==> src/rtl/iochan_freeze_pkg.sv <==
package iochan_freeze_pkg;

  typedef struct packed {
    logic slew_n;
    logic pull_n;
    logic tri_n;
    logic hold_n;
    logic cfg_done;
    logic reg_rst;
    logic term_rst;
    logic dll_rst;
    logic cal_start;
  } pad_ctrl_t;

  typedef enum logic [3:0] {
    ST_IDLE,
    ST_FZ_PADS,
    ST_FZ_HOLD,
    ST_TH_DLL,
    ST_TH_CAL,
    ST_TH_SETTLE,
    ST_TH_PADS,
    ST_TH_REGS
  } seq_state_t;

  function automatic pad_ctrl_t frozen_ctrl();
    pad_ctrl_t c;
    c.slew_n    = 1'b0;
    c.pull_n    = 1'b0;
    c.tri_n     = 1'b0;
    c.hold_n    = 1'b0;
    c.cfg_done  = 1'b0;
    c.reg_rst   = 1'b1;
    c.term_rst  = 1'b1;
    c.dll_rst   = 1'b1;
    c.cal_start = 1'b0;
    return c;
  endfunction

  function automatic int max3(input int a, input int b, input int c);
    int m;
    m = (a > b) ? a : b;
    return (m > c) ? m : c;
  endfunction

  function automatic int cnt_width(input int maxval);
    return $clog2(maxval + 1);
  endfunction

endpackage

==> src/rtl/iochan_wait_timer.sv <==
module iochan_wait_timer #(
  parameter int CW = 10
) (
  input  logic          clk,
  input  logic          rst_n,
  input  logic          load,
  input  logic [CW-1:0] load_val,
  input  logic          en,
  output logic          expire,
  output logic [CW-1:0] count
);

  always_ff @(posedge clk or negedge rst_n) begin
    if (!rst_n)
      count <= '0;
    else if (load)
      count <= load_val;
    else if (en && count != '0)
      count <= count - 1'b1;
  end

  assign expire = en && (count == CW'(1));


  timer_no_overflow_chk: assert property (@(posedge clk) disable iff (!rst_n)
    (!$past(load) && $past(count) != '0) |-> (count <= $past(count)));


  timer_idle_hold_chk: assert property (@(posedge clk) disable iff (!rst_n)
    (!load && !en) |=> $stable(count));

endmodule

==> src/rtl/iochan_seq_fsm.sv <==
module iochan_seq_fsm
  import iochan_freeze_pkg::*;
#(
  parameter int CW           = 10,
  parameter int GAP_CYCLES   = 8,
  parameter int CAL_TICKS    = 1000,
  parameter int SETTLE_TICKS = 33
) (
  input  logic          clk,
  input  logic          rst_n,
  input  logic          freeze_req,
  input  logic          thaw_req,
  input  logic          expire,
  output logic          load,
  output logic [CW-1:0] load_val,
  output logic          tick_mode,
  output pad_ctrl_t     ctrl,
  output logic          frozen,
  output logic          busy
);

  seq_state_t st_q, st_d;
  pad_ctrl_t  c_d;
  logic       mode_d;
  logic       frz_d;

  logic accept_frz;
  logic accept_thw;
  logic seq_end;

  assign busy       = (st_q != ST_IDLE);
  assign accept_frz = !busy && freeze_req;
  assign accept_thw = !busy && !freeze_req && thaw_req;
  assign seq_end    = busy && (st_d == ST_IDLE);

  always_comb begin
    st_d     = st_q;
    c_d      = ctrl;
    mode_d   = tick_mode;
    frz_d    = frozen;
    load     = 1'b0;
    load_val = '0;
    unique case (st_q)
      ST_IDLE: begin
        if (accept_frz) begin
          st_d     = ST_FZ_PADS;
          c_d.slew_n = 1'b0;
          c_d.pull_n = 1'b0;
          c_d.tri_n  = 1'b0;
        end else if (accept_thw) begin
          st_d        = ST_TH_DLL;
          c_d.dll_rst = 1'b0;
          load        = 1'b1;
          load_val    = CW'(GAP_CYCLES);
          mode_d      = 1'b0;
        end
      end
      ST_FZ_PADS: begin
        st_d         = ST_FZ_HOLD;
        c_d.hold_n   = 1'b0;
        c_d.cfg_done = 1'b0;
        c_d.reg_rst  = 1'b1;
        c_d.term_rst = 1'b1;
      end
      ST_FZ_HOLD: begin
        st_d          = ST_IDLE;
        c_d.cal_start = 1'b0;
        c_d.dll_rst   = 1'b1;
        frz_d         = 1'b1;
      end
      ST_TH_DLL: if (expire) begin
        st_d          = ST_TH_CAL;
        c_d.cal_start = 1'b1;
        load          = 1'b1;
        load_val      = CW'(CAL_TICKS);
        mode_d        = 1'b1;
      end
      ST_TH_CAL: if (expire) begin
        st_d         = ST_TH_SETTLE;
        c_d.hold_n   = 1'b1;
        c_d.cfg_done = 1'b1;
        c_d.term_rst = 1'b0;
        load         = 1'b1;
        load_val     = CW'(SETTLE_TICKS);
        mode_d       = 1'b1;
      end
      ST_TH_SETTLE: if (expire) begin
        st_d       = ST_TH_PADS;
        c_d.pull_n = 1'b1;
        c_d.tri_n  = 1'b1;
        load       = 1'b1;
        load_val   = CW'(GAP_CYCLES);
        mode_d     = 1'b0;
      end
      ST_TH_PADS: if (expire) begin
        st_d        = ST_TH_REGS;
        c_d.reg_rst = 1'b0;
        load        = 1'b1;
        load_val    = CW'(GAP_CYCLES);
        mode_d      = 1'b0;
      end
      ST_TH_REGS: if (expire) begin
        st_d       = ST_IDLE;
        c_d.slew_n = 1'b1;
        frz_d      = 1'b0;
      end
      default: st_d = ST_IDLE;
    endcase
  end

  always_ff @(posedge clk or negedge rst_n) begin
    if (!rst_n) begin
      st_q      <= ST_IDLE;
      ctrl      <= frozen_ctrl();
      tick_mode <= 1'b0;
      frozen    <= 1'b1;
    end else begin
      st_q      <= st_d;
      ctrl      <= c_d;
      tick_mode <= mode_d;
      frozen    <= frz_d;
    end
  end


  cal_after_dll_chk: assert property (@(posedge clk) disable iff (!rst_n)
    $rose(ctrl.cal_start) |-> !ctrl.dll_rst);


  hold_after_cal_chk: assert property (@(posedge clk) disable iff (!rst_n)
    $rose(ctrl.hold_n) |-> (ctrl.cal_start && !ctrl.dll_rst));


  pads_after_hold_chk: assert property (@(posedge clk) disable iff (!rst_n)
    $rose(ctrl.pull_n) |-> (ctrl.hold_n && ctrl.cfg_done && !ctrl.term_rst));


  regs_after_pads_chk: assert property (@(posedge clk) disable iff (!rst_n)
    $fell(ctrl.reg_rst) |-> (ctrl.pull_n && ctrl.tri_n));


  slew_last_chk: assert property (@(posedge clk) disable iff (!rst_n)
    $rose(ctrl.slew_n) |-> (!ctrl.reg_rst && !frozen && !busy));


  frozen_idle_chk: assert property (@(posedge clk) disable iff (!rst_n)
    (frozen && !busy) |-> (ctrl.dll_rst && ctrl.reg_rst && ctrl.term_rst &&
                           !ctrl.cal_start && !ctrl.slew_n && !ctrl.hold_n));


  frozen_steady_chk: assert property (@(posedge clk) disable iff (!rst_n)
    (busy && !seq_end) |=> $stable(frozen));


  freeze_pads_first_chk: assert property (@(posedge clk) disable iff (!rst_n)
    accept_frz |=> (busy && !ctrl.slew_n && !ctrl.pull_n && !ctrl.tri_n));

endmodule

==> src/rtl/iochan_freeze_seq.sv <==
module iochan_freeze_seq
  import iochan_freeze_pkg::*;
#(
  parameter int GAP_CYCLES   = 8,
  parameter int CAL_TICKS    = 1000,
  parameter int SETTLE_TICKS = 33
) (
  input  logic clk,
  input  logic rst_n,
  input  logic osc_tick,
  input  logic freeze_req,
  input  logic thaw_req,
  output logic slew_en_n,
  output logic pullup_n,
  output logic tristate_n,
  output logic bushold_n,
  output logic cfg_done,
  output logic reg_rst,
  output logic term_rst,
  output logic dll_rst,
  output logic cal_start,
  output logic frozen,
  output logic busy
);

  localparam int MAXV = max3(GAP_CYCLES, CAL_TICKS, SETTLE_TICKS);
  localparam int CW   = cnt_width(MAXV);

  logic          t_load;
  logic [CW-1:0] t_val;
  logic          t_en;
  logic          t_expire;
  logic [CW-1:0] t_count;
  logic          tick_mode;
  pad_ctrl_t     ctrl;

  assign t_en = tick_mode ? osc_tick : 1'b1;

  iochan_wait_timer #(.CW(CW)) u_timer (
    .clk      (clk),
    .rst_n    (rst_n),
    .load     (t_load),
    .load_val (t_val),
    .en       (t_en),
    .expire   (t_expire),
    .count    (t_count)
  );

  iochan_seq_fsm #(
    .CW           (CW),
    .GAP_CYCLES   (GAP_CYCLES),
    .CAL_TICKS    (CAL_TICKS),
    .SETTLE_TICKS (SETTLE_TICKS)
  ) u_fsm (
    .clk        (clk),
    .rst_n      (rst_n),
    .freeze_req (freeze_req),
    .thaw_req   (thaw_req),
    .expire     (t_expire),
    .load       (t_load),
    .load_val   (t_val),
    .tick_mode  (tick_mode),
    .ctrl       (ctrl),
    .frozen     (frozen),
    .busy       (busy)
  );

  assign slew_en_n  = ctrl.slew_n;
  assign pullup_n   = ctrl.pull_n;
  assign tristate_n = ctrl.tri_n;
  assign bushold_n  = ctrl.hold_n;
  assign cfg_done   = ctrl.cfg_done;
  assign reg_rst    = ctrl.reg_rst;
  assign term_rst   = ctrl.term_rst;
  assign dll_rst    = ctrl.dll_rst;
  assign cal_start  = ctrl.cal_start;


  idle_timer_quiet_chk: assert property (@(posedge clk) disable iff (!rst_n)
    !busy |-> !t_expire || t_count != CW'(1));

endmodule

==> config.mk <==
export PLATFORM = sky130hd
export DESIGN_NAME = iochan_freeze_seq
export DESIGN_NICKNAME = d
export VERILOG_FILES = /design/src/rtl/iochan_freeze_pkg.sv /design/src/rtl/iochan_wait_timer.sv /design/src/rtl/iochan_seq_fsm.sv /design/src/rtl/iochan_freeze_seq.sv
export SDC_FILE = /design/constraint.sdc
export NUM_CORES = 1
export LEC_CHECK = 0
export CAP_MARGIN = 20
export CORE_AREA = 2 2 78 43
export DETAILED_ROUTE_END_ITERATION = 16
export DIE_AREA = 0 0 80 45
export DONT_BUFFER_PORTS = 1
export PLACE_DENSITY = 0.67
export SLEW_MARGIN = 20
export SYNTH_ARGS = -nofsm -noshare
export SYNTH_HDL_FRONTEND = slang
export SYNTH_HIERARCHICAL = 1
export SYNTH_SLANG_ARGS = --single-unit
==> constraint.sdc <==
create_clock -name clk -period 2.5 [get_ports clk]
set_input_delay 0.75 -clock clk [delete_from_list [all_inputs] [get_ports clk]]
set_output_delay 0.75 -clock clk [all_outputs]
set_load 0.02 [all_outputs]
==> summary.txt <==
Outcome
  • Status: completed

Clock tree
  • Setup Buffers After CTS: 0
  • Clock tree from TritonCTS: built
  • Max Root-Sink Buffers: 2
  • Post-CTS Hold Buffers: 0
  • CTS-repair resized insts: 0
  • Root buffer cell: sky130_fd_sc_hd__clkbuf_8
  • Number of sinks handled by clock tree synthesis: 22
  • TritonCTS buffer count: 3
  • Number of levels the H-tree was split into: 1
  • Clock edge transition at the registers on the reported setup and hold paths: roughly 0.08 ns
  • Source-to-sink clock delay at the later pin of the worst-skew pair: between 0.2 and 0.3 ns

STA
  • Worst setup margin: 0.330 ns
  • Final worst path period need: roughly 2.2 ns
  • Max-slew headroom at the worst pin: ~63%
  • Total Negative Setup Slacks: 0 ns
  • Number of endpoints failing setup at the final stage: 0
  • Pin slew with the least headroom to its limit: 0.550 ns
  • Final hold vios: 0
  • Max frequency: approximately 460 MHz
  • Final setup skew: roughly 0.004 ns
  • Final hold slack: 0.171 ns
  • Slew Viols, Final: 0
  • Unrepaired setup endpoints after global routing: false
  • Fraction of the cycle the final worst path needs: between 80% and 90%

Floorplanning
  • Die width: around 80 um
  • Top-level port count: 16
  • Floorplan die area: approximately 3600 um2
  • Vertical die dimension: between 40 and 50 um
  • Placeable Area: roughly 2900 um2
  • Initial core utilization: ~49%
  • Floorplan row count: 14

Placement
  • Number of placed cells counting well taps: between 150 and 200
  • Count of input and output buffers: 0
  • Placement Cell Area: 1420 um2
  • Half-perimeter wire length of the detailed placement result: 2220 um
  • Post-Place Worst Slack: ~0.21 ns
  • Placer's final routability congestion estimate: between 1 and 1.5

Yosys
  • Count of mapped cells out of synthesis: 153
  • Distinct cell type count after synthesis: 49
  • Syn. warnings: 6
  • Primary flip-flop cell chosen by synthesis mapping: sky130_fd_sc_hd__dfrtp_1
  • Fraction of registers with async set or reset after synthesis: between 90% and 100%
  • Share of the yosys chip area belonging to registers: a little under 40%
  • Mapped Avg Cell Area: roughly 9.2 um2
  • Count of flip-flops with a built-in enable after synthesis: 0
  • Cell Area, Synth: 1410 um2
  • Yosys reg bits: 22

Route
  • Post-DRT Antenna Nets: 0
  • Post-DR wirelength/cell: 15.8 um
  • Total iterations of the first detailed-routing run: 4
  • DR DRC count: 0
  • Via total after detailed routing: around 1100
  • Drt first-iter violations: 91
  • Routed via count divided by cell count: 5.78
  • Routed wire length: between 3000 and 4000 um

Layout
  • Nets: 160
  • Final non-filler cell total: 192
  • Seq. cell area: 556 um2
  • Diode count: 0
  • Fraction of layout instances using a drive strength above 1: between 10% and 20%
  • Total of fill cells in the finished design: roughly 270
  • Multi-input gate area: 736 um2
  • Layout-stage area growth over the synthesis result: 4.54%
  • Final core utilization: just over 50%
  • Final instance area: between 1000 and 1500 um2

GRT
  • Initial antenna violation count: 0
  • Via count of the first global-routing pass: roughly 1000
  • GRT Resource Usage Total: approximately 19%
  • Global-route wire length before repair: between 5000 and 6000 um
  • Overflow left after global routing: 0
  • Largest net degree at the start of global routing: 23

Setup path
  • Worst path slowest cell: sky130_fd_sc_hd__dfrtp_1
  • Critical Path Fanout Max: 15
  • Cell Chain, Critical Path: or3_1
  • Cell family with the largest share of critical-path delay: flip-flops
  • Sort of element at the start of the critical path: flip-flop
  • Type of the worst setup path: flip-flop to primary output
  • Crit path largest cell delay: ~0.59 ns
  • CP Data Arrival Time: roughly 1.4 ns
  • Data required time of the worst path: about 1.8 ns
  • Endpoint class of the critical path: primary output
  • Crit path buf inv count: 0

Pwr
  • Leakage power: 0.614 nW
  • Power density over the cells: 1060 nW/um2
  • IR Drop Worst-Case VDD: ~0.63 mV
  • Final total power: 1.56 mW

Hold path
  • Tightest Hold Check Type: input port to asynchronous set/reset pin

Run
  • Number of max-capacitance violations reported: 0
==> worst paths after layout <==
| check | from | to | slack [ns] | cells after the start |
|---|---|---|---|---|
| max | u_fsm/st_q[2] | busy | 0.33 | 1 |
| min | rst_n | u_fsm/st_q[2] | 0.17 | 0 |
| max reg2reg | u_timer/count[8] | u_timer/count[5] | 0.39 | 9 |
| min reg2reg | u_fsm/frozen | u_fsm/frozen | 0.53 | 2 |
| max in group asynchronous | rst_n | u_fsm/ctrl[2] | 2.15 | 0 |
| min in group clk | u_fsm/frozen | u_fsm/frozen | 0.53 | 2 |
==> cells in the final DEF, fill, tap and decap left out, types with 4 or more instances in the layout <==
| cell type | instances |
|---|---|
| sky130_fd_sc_hd__dfrtp_1 | 18 |
| sky130_fd_sc_hd__nand2_1 | 15 |
| sky130_fd_sc_hd__a21oi_1 | 11 |
| sky130_fd_sc_hd__nor2_1 | 10 |
| sky130_fd_sc_hd__inv_1 | 7 |
| sky130_fd_sc_hd__nand3_1 | 7 |
| sky130_fd_sc_hd__buf_4 | 7 |
| sky130_fd_sc_hd__xnor2_1 | 6 |
| sky130_fd_sc_hd__o21ai_1 | 5 |
| sky130_fd_sc_hd__o21ai_0 | 5 |
| sky130_fd_sc_hd__dfstp_2 | 4 |
==> synth_stat cells, types with 2 or more instances <==
cell,instances,area [um2]
sky130_fd_sc_hd__a21oi_1,11,55.1
sky130_fd_sc_hd__nor3b_1,3,22.5
sky130_fd_sc_hd__nor2_1,10,37.5
sky130_fd_sc_hd__ha_1,2,25.0
sky130_fd_sc_hd__nand2_1,15,56.3
sky130_fd_sc_hd__inv_1,7,26.3
sky130_fd_sc_hd__dfstp_2,4,105
sky130_fd_sc_hd__nand3b_1,2,15.0
sky130_fd_sc_hd__a22o_1,3,26.3
sky130_fd_sc_hd__dfrtp_1,18,450
sky130_fd_sc_hd__and2b_1,2,15.0
sky130_fd_sc_hd__nand2b_1,3,18.8
sky130_fd_sc_hd__mux2i_1,2,20.0
sky130_fd_sc_hd__or3b_1,2,17.5
sky130_fd_sc_hd__xnor2_1,6,52.6
sky130_fd_sc_hd__o21ai_0,5,25.0
sky130_fd_sc_hd__o21ai_1,5,25.0
sky130_fd_sc_hd__nand3_1,7,35.0
sky130_fd_sc_hd__buf_2,3,15.0
sky130_fd_sc_hd__a31oi_1,3,18.8
sky130_fd_sc_hd__a211oi_2,2,25.0
sky130_fd_sc_hd__buf_4,9,67.6
sky130_fd_sc_hd__a2bb2oi_1,3,26.3
==> area by class of cell <==
type                       instances  area share (%)
multi-input combinational        111            50.1
sequential                        22            37.8
timing repair buffer               7            3.58
tap                               40            3.41
clock buffer                       4            3.07
inverter                           8            2.04
==> per-layer routing <==
layer	global-route usage [%]	share of wire, %	vias to the layer above
met5	0	0	-
met4	6.78	1.1	0
met3	6.80	5.9	4
met2	25.2	39	30
met1	29.4	54	540
li1	-	-	535
==> sequential cells by signal, summed over array words and instances, names as in the netlist <==
| name | count |
|---|---|
| u_fsm/ctrl | 7 |
| u_fsm/tick_mode | 1 |
| u_fsm/st_q | 3 |
| u_timer/count | 10 |
| u_fsm/frozen | 1 |
==> kinds of logic (layout without fill, tap and decap cells) <==
family                     after synthesis  count (layout)  synth area share, %
AOI/OAI and AO/OA                       38              38                 18.1
xor gates and xnor gates                 7               7                 4.36
adders and majority gates                2               2                 1.78
buffers and inverters                   22              19                 9.08
DFF                                     22              22                 39.5
muxes                                    2               2                 1.42
other                                    1               3                0.267
and+or+nand+nor                         59              59                 25.5
==> power breakdown <==
group	total, mW	leakage [nW]	internal, mW	switching, mW
clock	0.225	0.0228	0.114	0.111
combinational	0.625	0.320	0.300	0.325
sequential	0.708	0.271	0.469	0.239
No activity file was read; power rests on OpenSTA's default activity.
